File: src/rtl/alu_pkg.sv
package alu_pkg;

    localparam int INSTR_W = 32;
    localparam int OPC_W   = 6;

    localparam logic [OPC_W-1:0] MAJ_REG  = 6'b000000;

    localparam logic [OPC_W-1:0] FN_ADD   = 6'b100000;
    localparam logic [OPC_W-1:0] FN_SUB   = 6'b100010;
    localparam logic [OPC_W-1:0] FN_AND   = 6'b100100;
    localparam logic [OPC_W-1:0] FN_OR    = 6'b100101;
    localparam logic [OPC_W-1:0] FN_SLL   = 6'b000000;
    localparam logic [OPC_W-1:0] FN_SRL   = 6'b000010;
    localparam logic [OPC_W-1:0] FN_CMPL  = 6'b001111;
    localparam logic [OPC_W-1:0] FN_MUL   = 6'b011000;

    typedef enum logic [2:0] {
        OP_ADD  = 3'd0,
        OP_SUB  = 3'd1,
        OP_AND  = 3'd2,
        OP_OR   = 3'd3,
        OP_SLL  = 3'd4,
        OP_SRL  = 3'd5,
        OP_CMPL = 3'd6,
        OP_MUL  = 3'd7
    } alu_op_e;

endpackage

File: src/rtl/alu_op_decode.sv
module alu_op_decode
    import alu_pkg::*;
(
    input  logic [INSTR_W-1:0] instr,
    output alu_op_e            op
);

    logic [OPC_W-1:0] major;
    logic [OPC_W-1:0] minor;

    assign major = instr[INSTR_W-1 -: OPC_W];
    assign minor = instr[OPC_W-1:0];

    always_comb begin
        op = OP_ADD;
        if (major == MAJ_REG) begin
            unique case (minor)
                FN_SUB:  op = OP_SUB;
                FN_AND:  op = OP_AND;
                FN_OR:   op = OP_OR;
                FN_SLL:  op = OP_SLL;
                FN_SRL:  op = OP_SRL;
                FN_CMPL: op = OP_CMPL;
                FN_MUL:  op = OP_MUL;
                default: op = OP_ADD;
            endcase
        end
    end

    always_comb begin

        if (major != MAJ_REG) begin
            nonreg_add_chk: assert (op == OP_ADD);
        end

        if (op == OP_AND || op == OP_OR) begin
            logic_needs_reg_chk: assert (major == MAJ_REG);
        end
    end

endmodule

File: src/rtl/alu_barrel_shift.sv
module alu_barrel_shift #(
    parameter int W  = 32,
    parameter int AW = $clog2(W)
) (
    input  logic [W-1:0]  din,
    input  logic [AW-1:0] amt,
    input  logic          left,
    output logic [W-1:0]  dout
);

    logic [W-1:0] rev_in;
    logic [W-1:0] rev_out;
    logic [W-1:0] stg [0:AW];

    generate
        for (genvar i = 0; i < W; i++) begin : g_rev
            assign rev_in[i]  = din[W-1-i];
            assign rev_out[i] = stg[AW][W-1-i];
        end
    endgenerate

    assign stg[0] = left ? rev_in : din;

    generate
        for (genvar s = 0; s < AW; s++) begin : g_stage
            localparam int STEP = 1 << s;
            assign stg[s+1] = amt[s] ? (stg[s] >> STEP) : stg[s];
        end
    endgenerate

    assign dout = left ? rev_out : stg[AW];

    always_comb begin

        if (amt == '0) begin
            zero_shift_chk: assert (dout == din);
        end

        if (!left && amt != '0) begin
            right_fill_chk: assert (dout[W-1] == 1'b0);
        end

        if (left && amt != '0) begin
            left_fill_chk: assert (dout[0] == 1'b0);
        end
    end

endmodule

File: src/rtl/alu_mul16.sv
module alu_mul16 #(
    parameter int HW = 16,
    localparam int PW = 2 * HW
) (
    input  logic [HW-1:0] x,
    input  logic [HW-1:0] y,
    output logic [PW-1:0] p
);

    logic [PW-1:0] pp [HW];

    generate
        for (genvar i = 0; i < HW; i++) begin : g_pp
            assign pp[i] = y[i] ? ({{HW{1'b0}}, x} << i) : '0;
        end
    endgenerate

    always_comb begin
        p = '0;
        for (int i = 0; i < HW; i++) begin
            p = p + pp[i];
        end
    end

    always_comb begin

        if (y == HW'(1)) begin
            unit_mul_chk: assert (p == {{HW{1'b0}}, x});
        end

        if (x == '0 || y == '0) begin
            zero_mul_chk: assert (p == '0);
        end
    end

endmodule

File: src/rtl/ex_alu.sv
module ex_alu
    import alu_pkg::*;
#(
    parameter int WIDTH = 32,
    localparam int HALF = WIDTH / 2,
    localparam int SHW  = $clog2(WIDTH)
) (
    input  logic [INSTR_W-1:0] instr,
    input  logic [WIDTH-1:0]   op_a,
    input  logic [WIDTH-1:0]   op_b,
    output logic [WIDTH-1:0]   result
);

    localparam int SHAMT_LSB = 6;

    alu_op_e         op;
    logic [SHW-1:0]  shamt;
    logic [WIDTH-1:0] shift_out;
    logic [WIDTH-1:0] mul_out;
    logic [WIDTH-1:0] sum_out;
    logic [WIDTH-1:0] diff_out;

    assign shamt = instr[SHAMT_LSB +: SHW];

    alu_op_decode u_dec (
        .instr (instr),
        .op    (op)
    );

    alu_barrel_shift #(.W(WIDTH), .AW(SHW)) u_shift (
        .din  (op_b),
        .amt  (shamt),
        .left (op == OP_SLL),
        .dout (shift_out)
    );

    alu_mul16 #(.HW(HALF)) u_mul (
        .x (op_a[HALF-1:0]),
        .y (op_b[HALF-1:0]),
        .p (mul_out)
    );

    assign sum_out  = op_a + op_b;
    assign diff_out = op_a - op_b;

    always_comb begin
        unique case (op)
            OP_SUB:  result = diff_out;
            OP_AND:  result = op_a & op_b;
            OP_OR:   result = op_a | op_b;
            OP_SLL:  result = shift_out;
            OP_SRL:  result = shift_out;
            OP_CMPL: result = ~op_a;
            OP_MUL:  result = mul_out;
            default: result = sum_out;
        endcase
    end

    always_comb begin

        if (op == OP_SUB) begin
            sub_inverse_chk: assert (result + op_b == op_a);
        end

        if (op == OP_CMPL) begin
            cmpl_xor_chk: assert ((result ^ op_a) == '1);
        end

        if (op == OP_AND) begin
            and_subset_chk: assert ((result & ~op_a) == '0);
        end

        if (op == OP_OR) begin
            or_superset_chk: assert ((op_a & ~result) == '0);
        end

        if (op == OP_ADD) begin
            add_inverse_chk: assert (result - op_b == op_a);
        end
    end

endmodule

File: config.mk
export PLATFORM = sky130hd
export DESIGN_NAME = ex_alu
export DESIGN_NICKNAME = d
export VERILOG_FILES = /design/src/rtl/alu_pkg.sv /design/src/rtl/alu_op_decode.sv /design/src/rtl/alu_barrel_shift.sv /design/src/rtl/alu_mul16.sv /design/src/rtl/ex_alu.sv
export SDC_FILE = /design/constraint.sdc
export NUM_CORES = 1
export LEC_CHECK = 0
export ABC_AREA = 1
export BUFFER_PORTS_ARGS = -buffer_cell sky130_fd_sc_hd__buf_2
export CAP_MARGIN = 20
export CELL_PAD_IN_SITES_DETAIL_PLACEMENT = 2
export CELL_PAD_IN_SITES_GLOBAL_PLACEMENT = 2
export CORE_UTILIZATION = 35
export DETAILED_ROUTE_END_ITERATION = 7
export GPL_TIMING_DRIVEN = 0
export PLACE_DENSITY = 0.87
export SLEW_MARGIN = 20
export SYNTH_ARGS = -nofsm -noshare
export SYNTH_HDL_FRONTEND = slang
export SYNTH_SLANG_ARGS = --single-unit
File: constraint.sdc
create_clock -name vclk -period 13.36
set_input_delay 3.34 -clock vclk [all_inputs]
set_output_delay 3.34 -clock vclk [all_outputs]
set_load 0.01 [all_outputs]
* Word level (Yosys, flattened, before mapping) *
Cells that the tools add are included.

storage, ports and cells
  flip-flop bits (word level) = 0
  input bits = 96
  output and inout port bits = 32
  logic and storage cells = 62

cells by class
  $add $sub $neg = 17
  equality and inequality tests = 13
  muxes and demuxes = 26
  bitwise gates (word level) = 3
  reduce and logical (&&, ||, !) cells = 3

operator list
  cell                                       number
  32-bit adder                               10
  32-bit 2-to-1 mux                          7
  32-bit case mux with 6 select lines        1
  32-bit by 26-bit adder with 32-bit output  1
  32-bit by 27-bit adder with 32-bit output  1
  32-bit by 28-bit adder with 32-bit output  1
  32-bit by 29-bit adder with 32-bit output  1
  32-bit by 30-bit adder with 32-bit output  1
  32-bit by 31-bit adder with 32-bit output  1
  32-bit AND                                 1
  32-bit inverter                            1
  32-bit bitwise OR                          1
  32-bit subtractor                          1
  31-bit 2-to-1 mux                          1
  30-bit 2-to-1 mux                          1
  29-bit 2-to-1 mux                          1
  28-bit 2-to-1 mux                          1
  27-bit 2-to-1 mux                          1
  26-bit 2-to-1 mux                          1
  25-bit 2-to-1 mux                          1
  24-bit 2-to-1 mux                          1
  23-bit 2-to-1 mux                          1
  22-bit 2-to-1 mux                          1
  21-bit 2-to-1 mux                          1
  16 further kinds                           23

* Depth between registers and ports, before layout *
Gate-level depths: netlist of run 1.

  depth after elaboration = 17
  depth in mapped cells = 31
  depth with buffers taken out = 29

* By module *
A second synthesis of run 1 with hierarchy kept.

unflattened totals
  cell total of the unflattened synthesis = 2768
  area total of the unflattened synthesis = 16599.7 sq um

by module, submodules not included
  module            instances  cells an instance  area an instance (sq um)  sequential area each (sq um)
  alu_mul16         1          1267               9033.7                    0.0
  ex_alu            1          946                4738.3                    0.0
  alu_barrel_shift  1          514                2632.5                    0.0
  alu_op_decode     1          41                 195.2                     0.0

* Least setup slack after synthesis of run 1 *
Ideal clock, no wire load.

  kind = in2out
  start = input port op_b[5]
  end = output port result[31]
  arrival = 8.717 ns
  data required time = 10.020 ns
  path slack = 1.303 ns
  stages on the path = 26
  buffers on the path = 2
  cells stage by stage = buf_1 -> clkbuf_1 -> nand2_1 -> fa_1 -> inv_1 -> fa_1 -> inv_1 -> fa_1 -> inv_1 -> fa_1 -> fa_1 -> inv_1 -> fa_1 -> inv_1 -> ha_1 -> nand2_1 -> inv_1 -> nand3_1 -> nor2_1 -> nand4_1 -> nand3_1 -> a21o_1 -> a21oi_1 -> or2_2 -> a31oi_1 -> nand3_1

on the way
  cells in the longest elaborated chain, start to end = 13
  elaborated cells on any way between the ends = 22
  those cells by class = add/sub: 13; mux: 9

RTL lines
  what                                       RTL line         source
  start: declaration                         ex_alu.sv:10     input logic [WIDTH-1:0] op_b,
  21-bit 2-to-1 mux                          alu_mul16.sv:14  assign pp[i] = y[i] ? ({{HW{1'b0}}, x} << i) : '0;
  32-bit adder (5 in a row)                  alu_mul16.sv:21  p = p + pp[i];
  32-bit by 26-bit adder with 32-bit output  alu_mul16.sv:21
  32-bit by 27-bit adder with 32-bit output  alu_mul16.sv:21
  32-bit by 28-bit adder with 32-bit output  alu_mul16.sv:21
  32-bit by 29-bit adder with 32-bit output  alu_mul16.sv:21
  32-bit by 30-bit adder with 32-bit output  alu_mul16.sv:21
  32-bit by 31-bit adder with 32-bit output  alu_mul16.sv:21
  32-bit case mux with 6 select lines *      ex_alu.sv:47     unique case (op)
  end: declaration                           ex_alu.sv:11     output logic [WIDTH-1:0] result

Mark *: on every way between the ends. The rest lies on a longest branch, timed or not.

* Worst setup path in the final report of run 1 *
  start = input port op_b[11]
  end = output port result[31]

on the way
  cells in the longest elaborated chain, start to end = 8
  elaborated cells on any way between the ends = 16
  those cells by class = add/sub: 7; mux: 9

RTL lines
  what                                                                                               RTL line
  parallel branches: the longest is 7 deep, another holds 32-bit by 27-bit adder with 32-bit output  -
  32-bit case mux with 6 select lines *                                                              ex_alu.sv:47

Mark *: on every way between the ends.

==> flow_summary.yaml, run 1 <==
final_layout:
  ff_latch_area_um2: 0
  syn2layout_area_growth_pct: 8.36
  drive_gt1_frac: 0.0911
  antenna-diode-count: 0
  design.seq.count: 0
  design_area_mm2: 0.0160
  post-route-util: 0.388
  nClkBuffers: 0
  nNetsFinal: 2840
routing:
  dr.pass1.iters: 5
  routed_wl_um: 89400
  wl_per_cell_um: 30.3
  met3_length_um: 7500
  viasPerCell: 6.05
  met1Wirelength_um: 35300
  drc: 0
  routed.top_layer: "met5"
  dr_total_vias: 17800
  final_antenna_net_count: 0
  dr.first_iter.drc_count: 1792
  wl_met2_um: 41100
worst_setup_path:
  start_kind: "input pin"
  cp.required_ns: 10.02
  crit_type: "input pin to output port"
  cp.arrival_ns: 9.94
  cp_max_fo: 12
  endpoint_kind: "output port"
logic_synthesis:
  synth_top_area_frac: 0.269
  synth_area_per_cell_um2: 6.31
  ys_types: 51
  synth_area_leaders: "fa_1 27%, nand2_1 15%, ha_1 11%, nand3_1 10%, inv_1 10%"
  syn-instance-count: 2345
  syn_area_mm2: 0.0148
  yosysTopAreaCell: "fa_1"
  syn_nets: 2769
  synth_common_cells: "610 x nand2_1, 401 x inv_1, 307 x nand3_1, 199 x fa_1"
  yosys_warnings: 0
  synth-seq-area-share: 0
  yosysMostFrequentCell: "nand2_1"
placed_design:
  port_buffers: 105
  dp_hpwl_um: 77200
  gp_congestion: 0.963
  placement.cell_area_mm2: 0.0160
floorplanning:
  rows: 74
  initial_core_util: 0.358
  die_w_um: 208
  core_area_mm2: 0.0413
  pin_count: 128
  die_area_mm2: 0.0431
  die_h_um: 208
grt:
  grt_antenna_before_repair: 5
  grt_overflow: 0
  grtUsageTotal: 0.414
  grt_max_degree: 23
  grt_pass1_wl_um: 131000
  grt_pass1_vias: 20100
timing:
  fmax_mhz: 75.3
  hold_viol: 0
  tightest_slew_ns: 0.870
  slew_headroom: 0.418
  layout_min_cycle_time_ns: 13.28
  setup_viol: 0
  slew_violations: 0
  fin_crit_sh: 0.994
outcome:
  run_status: "finished, final reports clean"
min_path:
  min_path_type: "input pin to output port"
flow_run:
  cap_violations: 0
pwr:
  p_per_area_mw_per_mm2: 209
  ir_drop_mv: 0.210
  cellLeakagePower_nw: 8.94
## kinds of logic (layout without fill, tap and decap cells)
group           Yosys count  in the layout  share of synthesized area
simple gates           1141           1141                      0.339
compound gates          269            269                      0.101
buf+inv                 541            610                      0.142
fa+ha+maj               335            335                      0.383
xor+xnor                 59             59                     0.0349
## timing repair
action,in CTS,in global routing
resized for setup,49,34
pin swaps,0,7
setup buffers,0,2
hold endpoints to repair,0,0
hold buffers,0,0
setup endpoints to repair,19,9
## layout by cell type, fill, tap and decap left out, types with 7 or more instances in the layout
cell	count
a21oi_1	112
a31oi_1	8
buf_1	16
buf_2	123
buf_4	11
clkbuf_1	23
clkbuf_4	13
fa_1	197
ha_1	128
inv_1	398
inv_2	10
maj3_1	7
nand2_1	610
nand3_1	306
nand3_2	16
nand4_1	35
nor2_1	126
nor3_1	18
o211ai_1	8
o21ai_0	91
xnor2_1	15
xor2_1	44
## per-stage QoR
step           TNS, ns  power, mW  std cells  hold slack (ns)  setup WS (ns)
3_3_place_gp     -3.03       2.78       2982             7.20         -0.489
5_1_grt        -0.0616       3.56       2946             7.27        -0.0292
3_5_place_dp    -11.52       3.14       2982             7.20          -1.18
6_report             0       3.34       2946             7.21         0.0768
2_1_floorplan        0       1.94       2345             6.92           1.30
4_1_cts              0       3.18       2946             7.20         0.0206
## cell type report
class	instances	area, µm²
fill	5247	25300
multi-input combinational	1804	12700
inverter	411	1550
tap	532	666
timing repair buffer	107	582
buffer	92	497
## worst max-delay path, stage by stage
cell	delay, ns
buf_6	0.22
clkbuf_8	0.25
nand2_1	0.11
inv_2	0.14
fa_2	0.54
inv_2	0.15
fa_1	0.49
fa_2	0.65
inv_1	0.09
fa_1	0.46
fa_1	0.50
inv_1	0.07
fa_1	0.49
inv_1	0.06
ha_2	0.37
nand2_1	0.09
inv_1	0.10
nand3_1	0.14
nor2_2	0.22
nand4_1	0.14
nand3_2	0.16
a21o_1	0.21
a21oi_1	0.10
or2_2	0.32
a31oi_4	0.19
nand3_1	0.13
buf_2	0.16
## report_power, final
group | leakage [nW] | switching (mW) | internal (mW) | total [mW]
clock network | 0 | 0 | 0 | 0
logic | 8.94 | 2.24 | 1.10 | 3.34
registers | 0 | 0 | 0 | 0
## worst paths after layout
check | cells past startpoint | endpoint | from | slack [ns]
worst max-delay path | 27 | result[31] | op_b[11] | 0.08
worst min-delay path | 5 | result[25] | op_a[25] | 7.21
## per-layer routing
metal  track usage  vias to the layer above
met1         0.514                     9099
met3        0.0731                      313
li1              -                     7548
met2         0.686                      867
met4         0.215                        4
met5             0                        -
Power figures use the tool's default switching activity.
==> run 2, diff against run 1 <==
--- a/config.mk
+++ b/config.mk
@@ -13,7 +13,7 @@
 export CORE_UTILIZATION = 35
 export DETAILED_ROUTE_END_ITERATION = 7
 export GPL_TIMING_DRIVEN = 0
-export PLACE_DENSITY = 0.87
+export PLACE_DENSITY = 0.85
 export SLEW_MARGIN = 20
 export SYNTH_ARGS = -nofsm -noshare
 export SYNTH_HDL_FRONTEND = slang
==> flow_summary.yaml, run 2 (synthesized netlist as in run 1, its figures left out) <==
final_layout:
  nClkBuffers: 0
  drive_gt1_frac: 0.0851
  final_common_cell: "nand2_1"
  design_area_mm2: 0.0160
  ff_latch_area_um2: 0
  mostFrequentLayoutCells: "610 x nand2_1, 401 x inv_1, 306 x nand3_1"
  syn2layout_area_growth_pct: 7.95
  design.seq.count: 0
  nNetsFinal: 2834
flow_run:
  cap_violations: 0
floorplanning:
  die_w_um: 208
  die_h_um: 208
  die_area_mm2: 0.0431
  core_area_mm2: 0.0413
  initial_core_util: 0.358
  pin_count: 128
  rows: 74
grt:
  grtUsageTotal: 0.396
  grt_pass1_vias: 19700
  grt_max_degree: 24
  grt_antenna_before_repair: 1
  grt_overflow: 0
  grt_pass1_wl_um: 127000
min_path:
  min_path_cells: 5
  min-delay-start: "op_a[25]"
  min_path_type: "input pin to output port"
  min_to: "result[25]"
timing:
  whs_ns: 7.26
  fin_crit_sh: 0.991
  layout_min_cycle_time_ns: 13.24
  slew_violations: 0
  slew_headroom: 0.390
  setup_viol: 0
  tightest_slew_ns: 0.912
  hold_viol: 0
  fmax_mhz: 75.6
placed_design:
  dp_hpwl_um: 74000
  gp_congestion: 0.973
  placement.cell_area_mm2: 0.0160
  port_buffers: 105
routing:
  final_antenna_net_count: 0
  dr.pass1.iters: 5
  dr.first_iter.drc_count: 1299
  dr_total_vias: 17400
  wl_per_cell_um: 28.8
  viasPerCell: 5.92
  routed_wl_um: 84700
  drc: 0
worst_setup_path:
  crit_type: "input pin to output port"
  cp_max_fo: 13
  endpoint_kind: "output port"
  cp.required_ns: 10.02
  cp.arrival_ns: 9.90
  start_kind: "input pin"
cts:
  hold_buffers: 0
outcome:
  run_status: "finished, final reports clean"
[run 2: how the worst max path moves through the flow]
| stage | start | end | slack [ns] | cells past startpoint |
|---|---|---|---|---|
| finish | op_b[13] | result[31] | 0.12 | 26 |
| global route | op_b[13] | result[29] | -0.05 | 27 |
| CTS | op_a[3] | result[31] | 0.007 | 27 |
| detailed placement | op_b[10] | result[31] | -1.02 | 26 |
| global placement | op_b[5] | result[31] | -0.61 | 28 |
| floorplan | op_b[5] | result[31] | 1.30 | 26 |
[run 2: area by class of cell]
cell class	count	area, µm²
antenna	1	2.50
buffer	88	479
fill	5192	25300
inverter	411	1540
multi-input combinational	1804	12700
tap	532	666
timing repair buffer	105	563
[run 2: repair_timing]
item                       4_1_cts  5_1_grt
pin swaps                        0        0
cloned                           0        0
setup endpoints to repair       20        9
resized for setup               49       26
setup buffers                    0        0
[run 2: per-layer routing]
layer / part of all wire / track usage / vias to the layer above
met5: 0 / 0 / -
met4: 0.052 / 0.184 / 0
met3: 0.073 / 0.0508 / 214
met2: 0.47 / 0.664 / 751
met1: 0.41 / 0.506 / 8913
li1: - / - / 7538
[run 2: through the flow]
| stage | TNS (ns) | cells | setup slack [ns] | util |
|---|---|---|---|---|
| finish | 0 | 2941 | 0.124 | 0.387 |
| global route | -0.0486 | 2940 | -0.0486 | 0.387 |
| CTS | 0 | 2946 | 0.00743 | 0.386 |
| detailed placement | -10.63 | 2982 | -1.02 | 0.387 |
| global placement | -4.62 | 2982 | -0.611 | 0.387 |
| floorplan | 0 | 2345 | 1.30 | - |
[run 2: worst max-delay path, cell delays in order]
cell and delay (ns):
buf_2 0.48, nand2_1 0.12, inv_1 0.19, fa_1 0.47, inv_1 0.15, fa_1 0.50
inv_1 0.12, fa_1 0.46, fa_1 0.53, fa_1 0.55, inv_1 0.08, fa_1 0.50
inv_1 0.05, ha_1 0.38, nand2_1 0.11, inv_1 0.11, nand3_1 0.11, nor2_2 0.17
nand4_1 0.15, nand3_2 0.15, a21o_1 0.19, a21oi_1 0.09, or2_2 0.31, a31oi_2 0.22
nand3_1 0.17, buf_2 0.18
